**src/rtl/mixcol_pkg.sv**
```systemverilog
package mixcol_pkg;
  localparam int BYTE_W    = 8;
  localparam int COL_BYTES = 4;
  localparam int COL_W     = BYTE_W * COL_BYTES;
  localparam logic [BYTE_W-1:0] RED_POLY = 8'h1B;

  typedef logic [BYTE_W-1:0] gbyte_t;
  typedef logic [COL_W-1:0]  gcol_t;

  // modular doubling in GF(2^8)
  function automatic gbyte_t gf_x2(gbyte_t a);
    return {a[BYTE_W-2:0], 1'b0} ^ (a[BYTE_W-1] ? RED_POLY : '0);
  endfunction

  function automatic gbyte_t gf_x3(gbyte_t a);
    return gf_x2(a) ^ a;
  endfunction

  function automatic gbyte_t gf_x4(gbyte_t a);
    return gf_x2(gf_x2(a));
  endfunction

  function automatic gbyte_t gf_x5(gbyte_t a);
    return gf_x4(a) ^ a;
  endfunction

  function automatic gbyte_t gf_x8(gbyte_t a);
    return gf_x2(gf_x4(a));
  endfunction
endpackage

```
**src/rtl/mixcol_prestep.sv**
```systemverilog
module mixcol_prestep
  import mixcol_pkg::*;
(
  input  logic        dec,
  input  logic [COL_W-1:0] col_i,
  output logic [COL_W-1:0] col_o
);
  // multiply by {04}x^2 + {05} when decrypting, pass through otherwise
  for (genvar i = 0; i < COL_BYTES; i++) begin : g_byte
    localparam int HI  = COL_W - 1 - i * BYTE_W;
    localparam int OPP = (i + 2) % COL_BYTES;
    localparam int OHI = COL_W - 1 - OPP * BYTE_W;
    gbyte_t own_b, opp_b, mul_b;
    assign own_b = col_i[HI -: BYTE_W];
    assign opp_b = col_i[OHI -: BYTE_W];
    assign mul_b = gf_x5(own_b) ^ gf_x4(opp_b);
    assign col_o[HI -: BYTE_W] = dec ? mul_b : own_b;
  end
endmodule

```
**src/rtl/mixcol_fwd.sv**
```systemverilog
module mixcol_fwd
  import mixcol_pkg::*;
(
  input  logic [COL_W-1:0] col_i,
  output logic [COL_W-1:0] col_o
);
  gbyte_t b [COL_BYTES];

  for (genvar j = 0; j < COL_BYTES; j++) begin : g_split
    assign b[j] = col_i[COL_W-1-j*BYTE_W -: BYTE_W];
  end

  for (genvar i = 0; i < COL_BYTES; i++) begin : g_row
    assign col_o[COL_W-1-i*BYTE_W -: BYTE_W] =
        gf_x2(b[i]) ^ gf_x3(b[(i+1)%COL_BYTES]) ^
        b[(i+2)%COL_BYTES] ^ b[(i+3)%COL_BYTES];
  end
endmodule

```
**src/rtl/mixcol_outreg.sv**
```systemverilog
module mixcol_outreg
  import mixcol_pkg::*;
#(
  parameter bit OUT_REG = 1'b1
) (
  input  logic             clk,
  input  logic             rst_n,
  input  logic             vld_i,
  input  logic [COL_W-1:0] col_i,
  output logic             vld_o,
  output logic [COL_W-1:0] col_o
);
  if (OUT_REG) begin : g_reg
    always_ff @(posedge clk) begin
      if (!rst_n) begin
        vld_o <= 1'b0;
        col_o <= '0;
      end else begin
        vld_o <= vld_i;
        if (vld_i) col_o <= col_i;
      end
    end
  end else begin : g_comb
    assign vld_o = vld_i;
    assign col_o = col_i;
  end
endmodule

```
**src/rtl/mixcol_unit.sv**
```systemverilog
module mixcol_unit
  import mixcol_pkg::*;
#(
  parameter bit OUT_REG = 1'b1
) (
  input  logic             clk,
  input  logic             rst_n,
  input  logic             in_valid,
  input  logic             dec_mode,
  input  logic [COL_W-1:0] in_col,
  output logic             out_valid,
  output logic [COL_W-1:0] out_col
);
  logic [COL_W-1:0] pre_col;
  logic [COL_W-1:0] fwd_col;

  mixcol_prestep u_pre (
    .dec   (dec_mode),
    .col_i (in_col),
    .col_o (pre_col)
  );

  mixcol_fwd u_fwd (
    .col_i (pre_col),
    .col_o (fwd_col)
  );

  mixcol_outreg #(.OUT_REG(OUT_REG)) u_out (
    .clk   (clk),
    .rst_n (rst_n),
    .vld_i (in_valid),
    .col_i (fwd_col),
    .vld_o (out_valid),
    .col_o (out_col)
  );
endmodule

```
**config.mk**
```make
export PLATFORM = sky130hd
export DESIGN_NAME = mixcol_unit
export DESIGN_NICKNAME = d
export VERILOG_FILES = /design/src/rtl/mixcol_pkg.sv /design/src/rtl/mixcol_prestep.sv /design/src/rtl/mixcol_fwd.sv /design/src/rtl/mixcol_outreg.sv /design/src/rtl/mixcol_unit.sv
export SDC_FILE = /design/constraint.sdc
export NUM_CORES = 1
export LEC_CHECK = 0
export ABC_CLOCK_PERIOD_IN_PS = 3500
export BUFFER_PORTS_ARGS = -buffer_cell sky130_fd_sc_hd__buf_2
export CAP_MARGIN = 20
export CORE_ASPECT_RATIO = 1.25
export CORE_UTILIZATION = 40
export CTS_CLUSTER_DIAMETER = 150
export CTS_CLUSTER_SIZE = 16
export DETAILED_ROUTE_END_ITERATION = 16
export SLEW_MARGIN = 20
export SYNTH_ARGS = -nofsm -noshare
export SYNTH_HDL_FRONTEND = slang
export SYNTH_SLANG_ARGS = --single-unit
```
**constraint.sdc**
```tcl
create_clock -name clk -period 3.5 [get_ports clk]
set_input_delay 0.7 -clock clk [delete_from_list [all_inputs] [get_ports clk]]
set_output_delay 0.7 -clock clk [all_outputs]
set_load 0.03 [all_outputs]
```
==> results of run 1 <==
[metal layers]
metal  up-vias  part of all wire
li1       1075                 -
met1       961              0.42
met2        50              0.53
met3         7             0.041
met4         0             0.017
met5         -                 0
[sequential cells by signal (all words and copies together) (netlist names)]
register and cells:
u_out.col_o 32, u_out.vld_o 1
[power breakdown]
| group | internal, mW | switching [mW] |
|---|---|---|
| combinational | 0.646 | 0.673 |
| sequential | 0.464 | 0.0389 |
| clock | 0.138 | 0.141 |
| total | 1.25 | 0.853 |
[cells in the final DEF (no fill, tap or decap)]
cell type and n:
xnor3_1 20, buf_2 68, a211oi_1 16, nand2_1 22, clkbuf_8 5, xnor2_1 67, xor2_1 50, buf_4 7
xor2_2 1, a22o_1 1, inv_1 2, xor2_4 1, a31oi_1 1, nand2b_1 1, or3b_2 1, nand3b_1 5
mux2i_1 3, a21oi_1 6, dfxtp_1 33, xnor2_2 4, clkinv_2 2, nor2_1 19, o21ai_0 11, xor3_2 1
nand3_1 1, nor2b_1 1, nand2_2 1, clkbuf_1 1, xor3_1 4
[logic make-up (layout without fill, tap and decap cells)]
family / Yosys count / after routing / share of synthesized area
and+or+nand+nor: 51 / 51 / 0.0774
xor gates and xnor gates: 148 / 148 / 0.589
buffers and inverters: 14 / 85 / 0.0194
muxes: 3 / 3 / 0.0104
DFF: 33 / 33 / 0.228
AOI/OAI and AO/OA: 35 / 35 / 0.0761
[worst max-delay path, cell delays in order]
cell and delay, ns:
buf_2 0.14, xnor2_2 0.26, xnor3_1 0.46, xnor3_1 0.39
nand2_2 0.09, xor3_1 0.41, xor3_1 0.36, a21oi_1 0.14
[layout make-up]
class	count	area share
clock buffer	6	0.0211
clock inverter	2	0.00291
inverter	2	0.00219
sequential	33	0.192
timing repair buffer	75	0.114
multi-input combinational	237	0.634
tap	90	0.0328
[stage by stage]
stage          hold slack, ns  power, mW
2_1_floorplan           0.606       1.54
3_3_place_gp            0.465       1.83
3_5_place_dp            0.470       1.84
4_1_cts                 0.487       2.13
5_1_grt                 0.502       2.25
6_report                0.480       2.10
[worst paths after layout]
| path | from | to | slack, ns | cells after the start |
|---|---|---|---|---|
| min | u_out.col_o[17]$_SDFFE_PN0P_ | u_out.col_o[17]$_SDFFE_PN0P_ | 0.48 | 2 |
| min reg2reg | u_out.col_o[17]$_SDFFE_PN0P_ | u_out.col_o[17]$_SDFFE_PN0P_ | 0.48 | 2 |
| max reg2reg | u_out.col_o[29]$_SDFFE_PN0P_ | u_out.col_o[29]$_SDFFE_PN0P_ | 2.73 | 2 |
| max | in_col[14] | u_out.col_o[20]$_SDFFE_PN0P_ | 0.78 | 8 |
==> flow_summary.yaml, run 1 <==
global_routing:
  grt_pass1_vias: 2153
  busiest_layer: "met2"
  use_met1: 0.221
  grt.total_usage: 0.190
  grt_pass1_wl_mm: 10.9
  met3_usage: 0.0338
  antenna_found_initial: 0
  grt_overflow: 0
  grt_start_max_net_pins: 38
  grt.met2_usage: 0.345
placed_design:
  placedCellCount: 437
  post-place-ws_ns: 0.466
  dp_hpwl_mm: 5.54
  gp_congestion: 0.858
  placedInstanceArea_sq_mm: 0.00335
  io_buffer_count: 68
critical_path:
  required_ns: 3.73
  criticalPathCategory: "input port to flop"
  setup.worst_path.start_class: "input port"
  end_kind: "flop"
  crit_arrival_ns: 2.95
  cp_max_fo: 3
clocking:
  cts.sinks: 33
  htreeDepth: 2
  clk_path_buf_depth: 2
  cts_tree: "done"
  cts_setup_buffers: 0
  clk-insertion-delay-late_ns: 0.28
  holdBufCountCts: 0
  cts_root_buf: "clkbuf_8"
  ctsResizeCount: 0
  cts_buffers: 5
  clk_pin_slew_ns: 0.07
layout:
  fill_cells: 703
  instances_no_fill: 445
  final_core_util: 0.492
  drive_above_1_share: 0.256
  final_cell_area_sq_mm: 0.00343
  fin_nets: 390
  area_growth_pct: 18.6
  diodes: 0
  multiInputGateArea_sq_mm: 0.00218
  seq_area_sq_um: 661
timing:
  timing.final.crit_share: 0.778
  setup_viol: 0
  fin_ws_ns: 0.778
  worst_pin_slew_ns: 0.583
  final.setup_skew_ns: 0
  rsz0062_at_grt: "false"
  hold_viol: 0
  finalMaxSlewViolations: 0
  fin_tns_setup_ns: 0
  relSlewSlack: 0.611
  clock.fmax_mhz: 367
  min_period_ns: 2.72
power:
  worst_ir_drop_vdd_mv: 0.286
  p_leak_nw: 1.60
  power_density_mw_per_mm2: 611
logic_synthesis:
  synth_warnings: 0
  syn_area_sq_mm: 0.00290
  synth-main-ff-cell: "dfxtp_1"
  syn-num-nets: 320
  synth_common_cells: "67 x xnor2_1, 50 x xor2_1, 33 x dfxtp_1, 22 x nand2_1, 20 x xnor3_1"
  synth_edf_count: 0
  yosys.area.top_type: "dfxtp_1"
  yosysSeqAreaShare: 0.228
  yosysTopAreaCellShare: 0.228
  yosysMostFrequentCell: "xnor2_1"
  ys_ff_latch: 33
  synth_area_leaders: "dfxtp_1 23%, xnor2_1 20%, xnor3_1 16%"
  syn_avg_cell_area_sq_um: 10.2
  syn_inst: 284
  synthArstFlopShare: 0
  synth_cell_types: 26
drt:
  drt_iter0_drc: 70
  vias: 2093
  wl_mm: 6.51
  first_pass_iters: 4
  wl_per_cell_um: 14.6
  drc: 0
  viasPerCell: 4.70
  antenna_left: 0
floorplanning:
  coreArea_sq_mm: 0.00698
  initial_core_util: 0.415
  die_x_um: 78.1
  die_h_um: 97.1
  dieArea_sq_mm: 0.00758
  io_pins: 69
  num_rows: 34
min_path:
  hold_class: "flop to flop"
outcome:
  status: "complete, no violations"
run:
  max-cap-violations: 0
Power figures use the tool's default switching activity.
==> run 2, diff against run 1 <==
Settings changed: ABC_CLOCK_PERIOD_IN_PS 3500 to 2600.
Clock period 3.5 ns to 2.6 ns, I/O delays scaled along.
==> run 2 against run 1 <==
Compared with the run above: final cell count increased by 8.8%; global-route usage rose by 0.75 points; clock skew is the same; wire length rose by 6.1%; core utilization is 4.6 points higher.
==> flow_summary.yaml, run 2 (synthesis results as in run 1) <==
outcome:
  status: "complete, no violations"
floorplanning:
  die_x_um: 78.1
  num_rows: 34
  io_pins: 69
  die_h_um: 97.1
  initial_core_util: 0.415
  dieArea_sq_mm: 0.00758
  coreArea_sq_mm: 0.00698
placed_design:
  placedInstanceArea_sq_mm: 0.00366
  gp_congestion: 0.848
  dp_hpwl_mm: 5.88
  post-place-ws_ns: -0.139
  io_buffer_count: 68
clocking:
  cts_setup_buffers: 0
  cts_buffers: 5
  clk-insertion-delay-late_ns: 0.28
  cts.sinks: 33
  clk_path_buf_depth: 2
  holdBufCountCts: 0
  cts_root_buf: "clkbuf_8"
  clk_pin_slew_ns: 0.07
  htreeDepth: 2
  cts_tree: "done"
  ctsResizeCount: 0
drt:
  antenna_left: 0
  wl_per_cell_um: 14.3
  vias: 2249
  wl_mm: 6.90
  viasPerCell: 4.65
  first_pass_iters: 4
  drt_iter0_drc: 47
  drc: 0
power:
  worst_ir_drop_vdd_mv: 0.437
  finalPower_mw: 3.05
  power_density_mw_per_mm2: 811
  p_leak_nw: 1.80
global_routing:
  grt_pass1_wl_mm: 11.4
  grt_pass1_vias: 2330
  grt_overflow: 0
  grt.total_usage: 0.197
  antenna_found_initial: 0
  grt_start_max_net_pins: 37
layout:
  drive_above_1_share: 0.332
  final_cell_mix: "68 x buf_2, 67 x xnor2_1, 50 x xor2_1, 45 x buf_4, 33 x dfxtp_1"
  final_cell_area_sq_mm: 0.00376
  final_common_cell: "buf_2"
  diodes: 0
  final_core_util: 0.539
  largest_register: "u_out.col_o"
  area_growth_pct: 29.8
  fin_nets: 429
  largest_reg_flops: 32
  reg_top3: "u_out.col_o x32, u_out.vld_o x1"
critical_path:
  cp_max_fo: 3
  criticalPathCategory: "input port to flop"
  crit_slowest_cell: "xnor3_1"
  reg2regPathDepth: 2
  timing.rr.start: "u_out.col_o[29]$_SDFFE_PN0P_"
  critPathBufInv: 1
  end_kind: "flop"
  rr_endpoint: "u_out.col_o[29]$_SDFFE_PN0P_"
  crit_arrival_ns: 2.64
  setup.worst_path.start_class: "input port"
  cp.depth: 8
  cpPeakStageDelay_ns: 0.44
  critPathCapture: "u_out.col_o[20]$_SDFFE_PN0P_"
  crit_start: "in_col[14]"
  cp_top_family: "XOR/XNOR gates"
  required_ns: 2.83
  reg2reg_slack_ns: 1.84
  cp_cell_sequence: "buf_2 -> xnor2_2 -> xnor3_1 -> xnor3_1 -> nand2_2 -> xor3_1 -> xor3_1 -> a21oi_1"
timing:
  clock.fmax_mhz: 414
  finalMaxSlewViolations: 0
  relSlewSlack: 0.582
  setup_viol: 0
  fin_ws_ns: 0.185
  final.setup_skew_ns: 0
  worst_pin_slew_ns: 0.626
  rsz0062_at_grt: "false"
  hold_viol: 0
  timing.final.crit_share: 0.929
  min_period_ns: 2.41
min_path:
  min_from: "u_out.col_o[22]$_SDFFE_PN0P_"
  hold_class: "flop to flop"
  hold_depth: 2
run:
  max-cap-violations: 0
-- run 2: power by group --
part,switching (mW),internal [mW]
clock network,0.199,0.239
logic,0.933,0.995
registers,0.0571,0.625
total,1.19,1.86
-- run 2: worst min-delay path: cells and delay by family (launching register included) --
kind,cells,cell delay [ns]
DFF,1,0.31
and+or+nand+nor,1,0.08
AOI/OAI and AO/OA,1,0.05
-- run 2: how the worst min path moves through the flow --
stage	endpoint
final	u_out.col_o[22]$_SDFFE_PN0P_
after global routing	u_out.col_o[14]$_SDFFE_PN0P_
after CTS	u_out.col_o[22]$_SDFFE_PN0P_
after detailed placement	u_out.col_o[5]$_SDFFE_PN0P_
after global placement	u_out.col_o[26]$_SDFFE_PN0P_
after floorplan	u_out.col_o[0]$_SDFFE_PN0P_
-- run 2: routing by layer --
layer / vias up / wire (um) / global-route usage
li1: 1146 / - / -
met1: 1032 / 2830 / 0.227
met2: 57 / 3620 / 0.362
met3: 14 / 289 / 0.0338
met4: 0 / 161 / 0.0684
met5: - / 0 / 0
-- run 2: area by class of cell --
class	count	area, sq um
fill	688	3220
multi-input combinational	237	2180
timing repair buffer	114	698
sequential	33	661
tap	90	113
clock buffer	7	96.3
inverter	2	7.51
clock inverter	1	5.00
-- run 2: metrics by stage --
stage | cells | hold WS (ns) | TNS (ns)
floorplan | 284 | 0.606 | 0
global placement | 476 | 0.469 | -0.125
detailed placement | 476 | 0.466 | -0.369
CTS | 484 | 0.484 | 0
global route | 484 | 0.502 | 0
finish | 484 | 0.479 | 0
